--- src/rtl/pic8_pkg.sv ---
package pic8_pkg;
  typedef enum logic [2:0] {
    ST_IDLE = 3'd0,
    ST_BASE = 3'd1,
    ST_CASC = 3'd2,
    ST_MODE = 3'd3,
    ST_RUN  = 3'd4
  } seq_st_e;

  localparam int INIT_BIT    = 4;
  localparam int TRIG_BIT    = 3;
  localparam int AUTOEOI_BIT = 1;
  localparam int OCW3_BIT    = 3;
  localparam logic [2:0] EOI_NS_CODE = 3'b001;
endpackage

--- src/rtl/pic8_prio_enc.sv ---
module pic8_prio_enc #(
  parameter int N_LINES = 8,
  localparam int IDX_W = $clog2(N_LINES)
) (
  input  logic [N_LINES-1:0] req,
  output logic               any,
  output logic [IDX_W-1:0]   idx
);
  always_comb begin
    any = |req;
    idx = '0;
    for (int i = N_LINES - 1; i >= 0; i--) begin
      if (req[i]) idx = IDX_W'(i);
    end
  end
endmodule

--- src/rtl/pic8_init_seq.sv ---
module pic8_init_seq
  import pic8_pkg::*;
#(
  parameter int DATA_W = 8
) (
  input  logic              clk,
  input  logic              rst_n,
  input  logic              wr_en,
  input  logic              wr_a0,
  input  logic [DATA_W-1:0] wr_data,
  output logic              init_hit,
  output logic              run,
  output logic              level_mode,
  output logic              auto_eoi,
  output logic [DATA_W-1:0] vec_base
);
  seq_st_e st;

  assign init_hit = wr_en & ~wr_a0 & wr_data[INIT_BIT];
  assign run      = (st == ST_RUN);

  always_ff @(posedge clk or negedge rst_n) begin
    if (!rst_n) begin
      st         <= ST_IDLE;
      level_mode <= 1'b0;
      auto_eoi   <= 1'b0;
      vec_base   <= '0;
    end else if (init_hit) begin
      st         <= ST_BASE;
      level_mode <= wr_data[TRIG_BIT];
      auto_eoi   <= 1'b0;
    end else if (wr_en && wr_a0) begin
      unique case (st)
        ST_BASE: begin vec_base <= wr_data; st <= ST_CASC; end
        ST_CASC: st <= ST_MODE;
        ST_MODE: begin auto_eoi <= wr_data[AUTOEOI_BIT]; st <= ST_RUN; end
        default: st <= st;
      endcase
    end
  end

  AST_SEQ_BASE_TO_CASC: assert property (@(posedge clk) disable iff (!rst_n)
    (st == ST_BASE && wr_en && wr_a0) |=> (st == ST_CASC));
  AST_SEQ_MODE_TO_RUN: assert property (@(posedge clk) disable iff (!rst_n)
    (st == ST_MODE && wr_en && wr_a0) |=> run);
endmodule

--- src/rtl/pic8_req_latch.sv ---
module pic8_req_latch #(
  parameter int N_LINES = 8
) (
  input  logic               clk,
  input  logic               rst_n,
  input  logic [N_LINES-1:0] lines,
  input  logic               level_mode,
  input  logic               clr,
  input  logic [N_LINES-1:0] ack_clr,
  output logic [N_LINES-1:0] pend
);
  logic [N_LINES-1:0] prev;

  always_ff @(posedge clk or negedge rst_n) begin
    if (!rst_n) begin
      pend <= '0;
      prev <= '0;
    end else begin
      prev <= lines;
      if (clr)             pend <= '0;
      else if (level_mode) pend <= lines;
      else                 pend <= (pend & ~ack_clr) | (lines & ~prev);
    end
  end
endmodule

--- src/rtl/pic8_ctrl.sv ---
module pic8_ctrl
  import pic8_pkg::*;
#(
  parameter int N_LINES = 8,
  parameter int DATA_W  = 8,
  localparam int IDX_W  = $clog2(N_LINES)
) (
  input  logic               clk,
  input  logic               rst_n,
  input  logic               wr_en,
  input  logic               wr_a0,
  input  logic [DATA_W-1:0]  wr_data,
  input  logic               rd_a0,
  output logic [DATA_W-1:0]  rd_data,
  input  logic [N_LINES-1:0] irq_in,
  output logic               irq_out,
  input  logic               ack,
  output logic               vec_valid,
  input  logic               vec_ready,
  output logic [DATA_W-1:0]  vec_data
);
  logic init_hit, run, level_mode, auto_eoi;
  logic [DATA_W-1:0]  vec_base;
  logic [N_LINES-1:0] irr, isr, imr, ack_clr;
  logic               sel_isr;
  logic               p_any, s_any;
  logic [IDX_W-1:0]   p_idx, s_idx;

  pic8_init_seq #(.DATA_W(DATA_W)) u_seq (
    .clk(clk), .rst_n(rst_n), .wr_en(wr_en), .wr_a0(wr_a0), .wr_data(wr_data),
    .init_hit(init_hit), .run(run), .level_mode(level_mode),
    .auto_eoi(auto_eoi), .vec_base(vec_base)
  );

  pic8_req_latch #(.N_LINES(N_LINES)) u_req (
    .clk(clk), .rst_n(rst_n), .lines(irq_in), .level_mode(level_mode),
    .clr(init_hit), .ack_clr(ack_clr), .pend(irr)
  );

  pic8_prio_enc #(.N_LINES(N_LINES)) u_pend_enc (
    .req(irr & ~imr), .any(p_any), .idx(p_idx)
  );

  pic8_prio_enc #(.N_LINES(N_LINES)) u_svc_enc (
    .req(isr), .any(s_any), .idx(s_idx)
  );

  assign irq_out = run && p_any && (!s_any || p_idx < s_idx);

  logic mask_we, ocw_we, eoi_ns, sel_we, ack_take;
  assign mask_we  = run & wr_en & wr_a0;
  assign ocw_we   = run & wr_en & ~wr_a0 & ~wr_data[INIT_BIT];
  assign eoi_ns   = ocw_we & ~wr_data[OCW3_BIT] & (wr_data[7:5] == EOI_NS_CODE);
  assign sel_we   = ocw_we & wr_data[OCW3_BIT] & wr_data[1];
  assign ack_take = ack & ~vec_valid & run;
  assign ack_clr  = (ack_take && irq_out) ? (N_LINES'(1) << p_idx) : '0;

  always_ff @(posedge clk or negedge rst_n) begin
    if (!rst_n) begin
      imr     <= '0;
      sel_isr <= 1'b0;
    end else if (init_hit) begin
      imr     <= '0;
      sel_isr <= 1'b0;
    end else begin
      if (mask_we) imr     <= wr_data[N_LINES-1:0];
      if (sel_we)  sel_isr <= wr_data[0];
    end
  end

  always_ff @(posedge clk or negedge rst_n) begin
    if (!rst_n) begin
      isr <= '0;
    end else if (init_hit) begin
      isr <= '0;
    end else begin
      isr <= (isr & ~((eoi_ns && s_any) ? (N_LINES'(1) << s_idx) : '0))
           | (auto_eoi ? '0 : ack_clr);
    end
  end

  always_ff @(posedge clk or negedge rst_n) begin
    if (!rst_n) begin
      vec_valid <= 1'b0;
      vec_data  <= '0;
    end else if (ack_take) begin
      vec_valid <= 1'b1;
      vec_data  <= {vec_base[DATA_W-1:IDX_W], irq_out ? p_idx : IDX_W'(N_LINES - 1)};
    end else if (vec_ready) begin
      vec_valid <= 1'b0;
    end
  end

  assign rd_data = rd_a0 ? DATA_W'(imr) : DATA_W'(sel_isr ? isr : irr);

  AST_VEC_HOLD: assert property (@(posedge clk) disable iff (!rst_n)
    (vec_valid && !vec_ready) |=> (vec_valid && $stable(vec_data)));
  AST_INIT_CLEARS_MASK: assert property (@(posedge clk) disable iff (!rst_n)
    init_hit |=> (imr == '0 && isr == '0));
  AST_ONE_NEW_ISR: assert property (@(posedge clk) disable iff (!rst_n)
    1'b1 |=> ($countones(isr & ~$past(isr)) <= 1));
  AST_AUTOEOI_KEEPS_ISR: assert property (@(posedge clk) disable iff (!rst_n)
    (auto_eoi && ack_take && !eoi_ns && !init_hit) |=> (isr == $past(isr)));
  AST_EOI_DROPS_ONE: assert property (@(posedge clk) disable iff (!rst_n)
    (eoi_ns && isr != '0 && !ack_take) |=> ($countones(isr) + 1 == $countones($past(isr))));
  AST_NO_IRQ_BEFORE_RUN: assert property (@(posedge clk) disable iff (!rst_n)
    irq_out |-> $past(run) || run);
endmodule

--- config.mk ---
export PLATFORM = sky130hd
export DESIGN_NAME = pic8_ctrl
export DESIGN_NICKNAME = d
export VERILOG_FILES = /design/src/rtl/pic8_pkg.sv /design/src/rtl/pic8_prio_enc.sv /design/src/rtl/pic8_init_seq.sv /design/src/rtl/pic8_req_latch.sv /design/src/rtl/pic8_ctrl.sv
export SDC_FILE = /design/constraint.sdc
export NUM_CORES = 1
export LEC_CHECK = 0
export BUFFER_PORTS_ARGS = -buffer_cell sky130_fd_sc_hd__buf_2
export CORE_ASPECT_RATIO = 1.4
export CORE_MARGIN = 1
export CORE_UTILIZATION = 45
export CTS_CLUSTER_DIAMETER = 200
export DETAILED_ROUTE_END_ITERATION = 10
export GPL_TIMING_DRIVEN = 0
export PLACE_DENSITY = 0.65
export SYNTH_ARGS = -nofsm -noshare
export SYNTH_HDL_FRONTEND = slang
export SYNTH_SLANG_ARGS = --single-unit
--- constraint.sdc ---
create_clock -name clk -period 5.8 [get_ports clk]
set_input_delay 0.87 -clock clk [delete_from_list [all_inputs] [get_ports clk]]
set_output_delay 0.87 -clock clk [all_outputs]
set_load 0.005 [all_outputs]
==> impl_metrics.json, run 1 <==
{
  "first_pass_iters": 4,
  "grt-busiest-layer": "met2",
  "synthCells": 300,
  "final_common_cell": "dfrtp_1",
  "insertion_delay_ps": 310,
  "grt_pass1_vias": 2282,
  "grt_max_degree": 53,
  "initial_utilization_pct": 47.0,
  "gr-usage-met1_pct": 29.4,
  "whs_ps": 469,
  "cts.clk_slew.worst_paths_ps": 90,
  "stdcell_area_mm2": 0.00318,
  "crit_type": "reg2out",
  "yosys_warnings": 0,
  "synth_edf_count": 0,
  "ios": 41,
  "ys_seq_area_share_pct": 46.9,
  "period_minus_slack_ps": 3680,
  "synth_area_leaders": "dfrtp_1, nand2_1, o21ai_0",
  "drc": 0,
  "yosysUniqueCellTypes": 55,
  "synth_area_per_cell_um2": 9.24,
  "worstPathArrival_ps": 2810,
  "core-area_mm2": 0.00590,
  "critPathRequiredTime_ps": 4930,
  "placed_area_mm2": 0.00305,
  "final_cell_mix": "dfrtp_1, nand2_1, buf_2, o21ai_0, nor2_1",
  "synth_top_area_share_pct": 46.9,
  "grt_use_total_pct": 23.3,
  "post-place-cells": 408,
  "power_density_mw_per_mm2": 351,
  "cap_viol_max_count": 0,
  "slew_violations": 0,
  "clkSinkCount": 52,
  "cts_tree": "done",
  "layout-drive-gt1-share_pct": 18.3,
  "outcome": "complete, no violations",
  "area.growth.synth_to_final_pct": 14.7,
  "viasPerCell": 5.77,
  "hp-class": "reg2reg",
  "fin_skew_ps": 7.19,
  "numCtsBuffers": 5,
  "final_cells": 415,
  "antenna_found_initial": 0,
  "die_h_um": 94.9,
  "drt_iter0_markers": 127,
  "n_antenna_cell": 0,
  "ys_ff_latch": 52,
  "critPathMaxFanout": 4,
  "p_leak_nw": 1.41,
  "end_kind": "output pin",
  "cts_max_path_buffers": 2,
  "whs_path_depth": 2,
  "place.gp.congestion": 1.00,
  "r2r_cells": 9,
  "synthArstFlopShare_pct": 100,
  "drt_wl_total_mm": 6.70,
  "ys.flop_type": "dfrtp_1",
  "h-tree-depth": 2,
  "cts-root-buf": "clkbuf_8",
  "tightestPinTransition_ps": 1150,
  "finalPower_mw": 1.12,
  "slew_headroom_pct": 23.4,
  "synth_fp_nets": 324,
  "cts_setup_buffers": 0,
  "fin_setup_tns_ps": 0,
  "dpl.hpwl_mm": 5.08,
  "port_buffers": 38,
  "die_x_um": 68.3,
  "use_met3_pct": 3.26,
  "yosysTopAreaCell": "dfrtp_1",
  "ir_worst_vdd_mv": 0.211,
  "overflow": 0,
  "fmax_ghz": 0.271,
  "setup_viol": 0,
  "grt_pass1_wl_mm": 11.0,
  "grtUsageMet2_pct": 36.8,
  "nNetsFinal": 369,
  "synthesis.area_mm2": 0.00277,
  "ctsResizeCount": 0,
  "rsz0062_at_grt": "false",
  "vias": 2395,
  "cp-start-kind": "flop",
  "wl_per_cell_um": 16.1,
  "die-area_mm2": 0.00648,
  "cts_hold_buf": 0,
  "hold_viol": 0,
  "period_share_pct": 63.5,
  "ant_nets": 0,
  "rows": 33
}
## state kept, by name, indices dropped and copies added, names as in the netlist, 3 cells and up
register,count
isr,8
u_seq.st,3
vec_data,8
imr,8
u_seq.vec_base,5
u_req.prev,8
u_req.pend,8
## layer usage
layer / wire length [um] / vias to the layer above
li1: - / 1152
met1: 2910 / 1139
met2: 3180 / 80
met3: 277 / 24
met4: 325 / 0
met5: 0 / -
## cell type report
type                    instances  area, um2
repair buffers                 38        190
inverters                      14       52.6
clock inverters                 2       60.1
multi-input cells             221       1360
plain buffers                  13       58.8
clock buffers                   5       68.8
fillers                       585       2730
flip-flops and latches         52       1300
well taps                      70       87.6
## worst paths after layout
| check | slack, ps | to | from |
|---|---|---|---|
| min in group asynchronous | 790 | u_req.prev[5]$_DFF_PN0_ | rst_n |
| hold / removal | 470 | vec_data[6]$_DFFE_PN0P_ | u_seq.vec_base[6]$_DFFE_PN0P_ |
| setup reg to reg | 3010 | u_req.pend[0]$_DFF_PN0_ | u_req.pend[6]$_DFF_PN0_ |
| setup / recovery | 2120 | irq_out | u_req.pend[6]$_DFF_PN0_ |
| max in group asynchronous | 4310 | vec_data[7]$_DFFE_PN0P_ | rst_n |
| hold reg to reg | 470 | vec_data[6]$_DFFE_PN0P_ | u_seq.vec_base[6]$_DFFE_PN0P_ |
## Yosys cell counts (all sizes together) (2+ instances only)
cell type	count
dfrtp	52
nand2	48
o21ai	43
nor2	18
inv	14
nand2b	12
nor2b	12
a21oi	11
mux2i	11
clkbuf	10
nand3	6
mux2	5
o211ai	4
or3	4
a31oi	3
buf	3
nor4	3
nor4b	3
o311ai	3
o41ai	3
a21boi	2
a22o	2
a41oi	2
and3	2
nor3	2
o31a	2
## critical path: stages, from the launching register on
cell and delay [ps]:
dfrtp_1 440, and2b_1 210, nor4b_1 380, nor2_1 130, ha_1 320, a21boi_0 360
o21ai_0 160, o21ba_2 240, and3_1 160, buf_2 120
## cells by family (layout without fill, tap and decap cells)
family	count (synthesis)	after routing	synth area share (%)
AOI/OAI and AO/OA	86	86	19.8
adders and majority gates	1	1	0.451
buffers and inverters	27	72	4.02
DFF	52	52	46.9
muxes	16	16	6.00
and+or+nand+nor	118	118	22.8
## stage by stage
| stage | worst slack (ps) | utilization (%) |
|---|---|---|
| global placement | 2490 | 51.7 |
| finish | 2120 | 53.8 |
| CTS | 2130 | 53.8 |
| floorplan | 2890 | - |
| detailed placement | 2480 | 51.7 |
| global route | 1950 | 53.8 |
## where the power goes
| part | switching (mW) | internal (mW) | leakage (nW) |
|---|---|---|---|
| combinational | 0.175 | 0.150 | 0.684 |
| clock | 0.118 | 0.170 | 0.0642 |
| sequential | 0.0615 | 0.441 | 0.663 |
Power figures use the tool's default switching activity.
==> run 2, diff against run 1 <==
- PLACE_DENSITY: 0.65 -> 0.68
- clock period: 5.8 -> 3.05 ns (I/O delays scaled with it)
==> impl_metrics.json, run 2 (same netlist as run 1, synthesis figures left out) <==
{
  "cp-start-kind": "flop",
  "drt_iter0_markers": 169,
  "rsz0062_at_grt": "false",
  "post-place-cells": 408,
  "die-area_mm2": 0.00648,
  "drt_wl_total_mm": 6.77,
  "final_cell_mix": "dfrtp_1, nand2_1, buf_2, o21ai_0, nor2_1",
  "hold_viol": 0,
  "worst_slack_ps": 83.9,
  "p_sw_mw": 0.690,
  "power_frac_seq_pct": 48.1,
  "dpl.hpwl_mm": 5.09,
  "p_int_mw": 1.30,
  "ios": 41,
  "grt_use_total_pct": 22.4,
  "end_kind": "output pin",
  "cts_tree": "done",
  "grt_pass1_vias": 2250,
  "fin_setup_tns_ps": 0,
  "cts_max_path_buffers": 2,
  "final_cells": 418,
  "viasPerCell": 5.74,
  "maxUsedRoutingLayer": "met4",
  "numCtsBuffers": 5,
  "final_util_pct": 53.9,
  "clkPwrFrac_pct": 18.9,
  "grt_pass1_wl_mm": 10.9,
  "area.growth.synth_to_final_pct": 14.8,
  "hp-class": "in2reg",
  "overflow": 0,
  "place_ws_ps": 105,
  "met1_length_mm": 2.81,
  "drc": 0,
  "final_common_cell": "dfrtp_1",
  "wl_per_cell_um": 16.2,
  "fmax_ghz": 0.337,
  "combPwrFrac_pct": 33.0,
  "die_x_um": 68.3,
  "wl_met3_um": 297,
  "rows": 33,
  "cts.clk_slew.worst_paths_ps": 90,
  "p_leak_nw": 1.42,
  "dr_wl_met2_mm": 3.44,
  "nNetsFinal": 372,
  "critPathRequiredTime_ps": 2590,
  "stdcell_area_mm2": 0.00318,
  "vias": 2399,
  "h-tree-depth": 2,
  "ant_nets": 0,
  "insertion_delay_ps": 300,
  "tightestPinTransition_ps": 1140,
  "cts-root-buf": "clkbuf_8",
  "n_antenna_cell": 0,
  "grt_max_degree": 53,
  "ir_worst_vdd_mv": 0.436,
  "initial_utilization_pct": 47.0,
  "period_minus_slack_ps": 2970,
  "slew_headroom_pct": 23.7,
  "outcome": "complete, no violations",
  "layout-drive-gt1-share_pct": 20.1,
  "port_buffers": 38,
  "power_density_mw_per_mm2": 625,
  "placed_area_mm2": 0.00305,
  "antenna_found_initial": 0,
  "sw_frac_of_total_pct": 34.7,
  "die_h_um": 94.9,
  "critPathMaxFanout": 4,
  "cts_hold_buf": 0,
  "slew_violations": 0,
  "place.gp.congestion": 1.00,
  "worstPathArrival_ps": 2510,
  "setup_viol": 0,
  "clkSinkCount": 52,
  "first_pass_iters": 4,
  "fin_skew_ps": 9.61,
  "crit_type": "reg2out",
  "cap_viol_max_count": 0,
  "core-area_mm2": 0.00590,
  "period_share_pct": 97.2
}
run 2: cell types whose count changed in the layout (fill, tap and decap cells not counted):
| cell | previous run | this run |
|---|---|---|
| clkinvlp_4 | 0 | 1 |
| nor2_2 | 1 | 2 |
| buf_4 | 0 | 3 |
| and2b_2 | 0 | 1 |
| nor4b_1 | 2 | 1 |
| a21boi_4 | 0 | 1 |
| nor2_1 | 17 | 16 |
| and2b_1 | 1 | 0 |
| clkinv_2 | 0 | 1 |
| bufinv_16 | 2 | 0 |
| a21boi_0 | 1 | 0 |
| nor4b_4 | 1 | 2 |
run 2: worst paths after layout:
kind / startpoint / to / slack, ps / cells past startpoint
worst min register to register: u_seq.vec_base[3]$_DFFE_PN0P_ / vec_data[3]$_DFFE_PN0P_ / 470 / 2
max in group asynchronous: rst_n / u_seq.st[0]$_DFFE_PN0P_ / 1970 / 1
min in group asynchronous: rst_n / u_req.prev[2]$_DFF_PN0_ / 370 / 1
worst max register to register: u_req.pend[6]$_DFF_PN0_ / u_req.pend[0]$_DFF_PN0_ / 560 / 9
worst max-delay path: u_req.pend[6]$_DFF_PN0_ / irq_out / 80 / 9
worst min-delay path: irq_in[1] / u_req.prev[1]$_DFF_PN0_ / 270 / 1
run 2: per-layer routing:
metal / up-vias / GRT usage (%)
li1: 1159 / -
met1: 1139 / 28.5
met2: 81 / 37.3
met3: 20 / 2.78
met4: 0 / 9.38
met5: - / 0
run 2: layout make-up:
type,instances,area [um2]
Inverter,14,52.6
Fill cell,582,2720
Buffer,13,58.8
Clock inverter,2,12.5
Multi-Input combinational cell,221,1390
Timing Repair Buffer,41,213
Sequential cell,52,1300
Clock buffer,5,68.8
Tap cell,70,87.6
run 2: critical path, cell delays in order (launching register included):
cell and delay (ps):
dfrtp_1 430, and2b_2 240, nor4b_4 340, nor2_2 80, ha_1 300, a21boi_4 190, o21ai_0 100, o21ba_2 240
and3_1 170, buf_2 120
run 2: stage by stage:
step / total power, mW / hold WS [ps]
floorplan: 1.36 / 162
global placement: 1.57 / 446
detailed placement: 1.59 / 459
CTS: 1.97 / 261
global route: 2.12 / 261
finish: 1.99 / 267
run 2: repair_timing:
item	in CTS	in global routing
endpoints found under the setup margin	1	1
gates resized for setup	2	5
endpoints found under the hold margin	0	0
pin swaps	0	3
setup buffers	0	3
run 2: power by group through the flow:
stage          registers [mW]  logic (mW)  clock network, mW
2_1_floorplan           0.939       0.420                  0
3_3_place_gp            0.966       0.608                  0
3_5_place_dp            0.969       0.623                  0
4_1_cts                 0.954       0.630              0.383
5_1_grt                 0.974       0.730              0.414
6_report                0.957       0.656              0.375
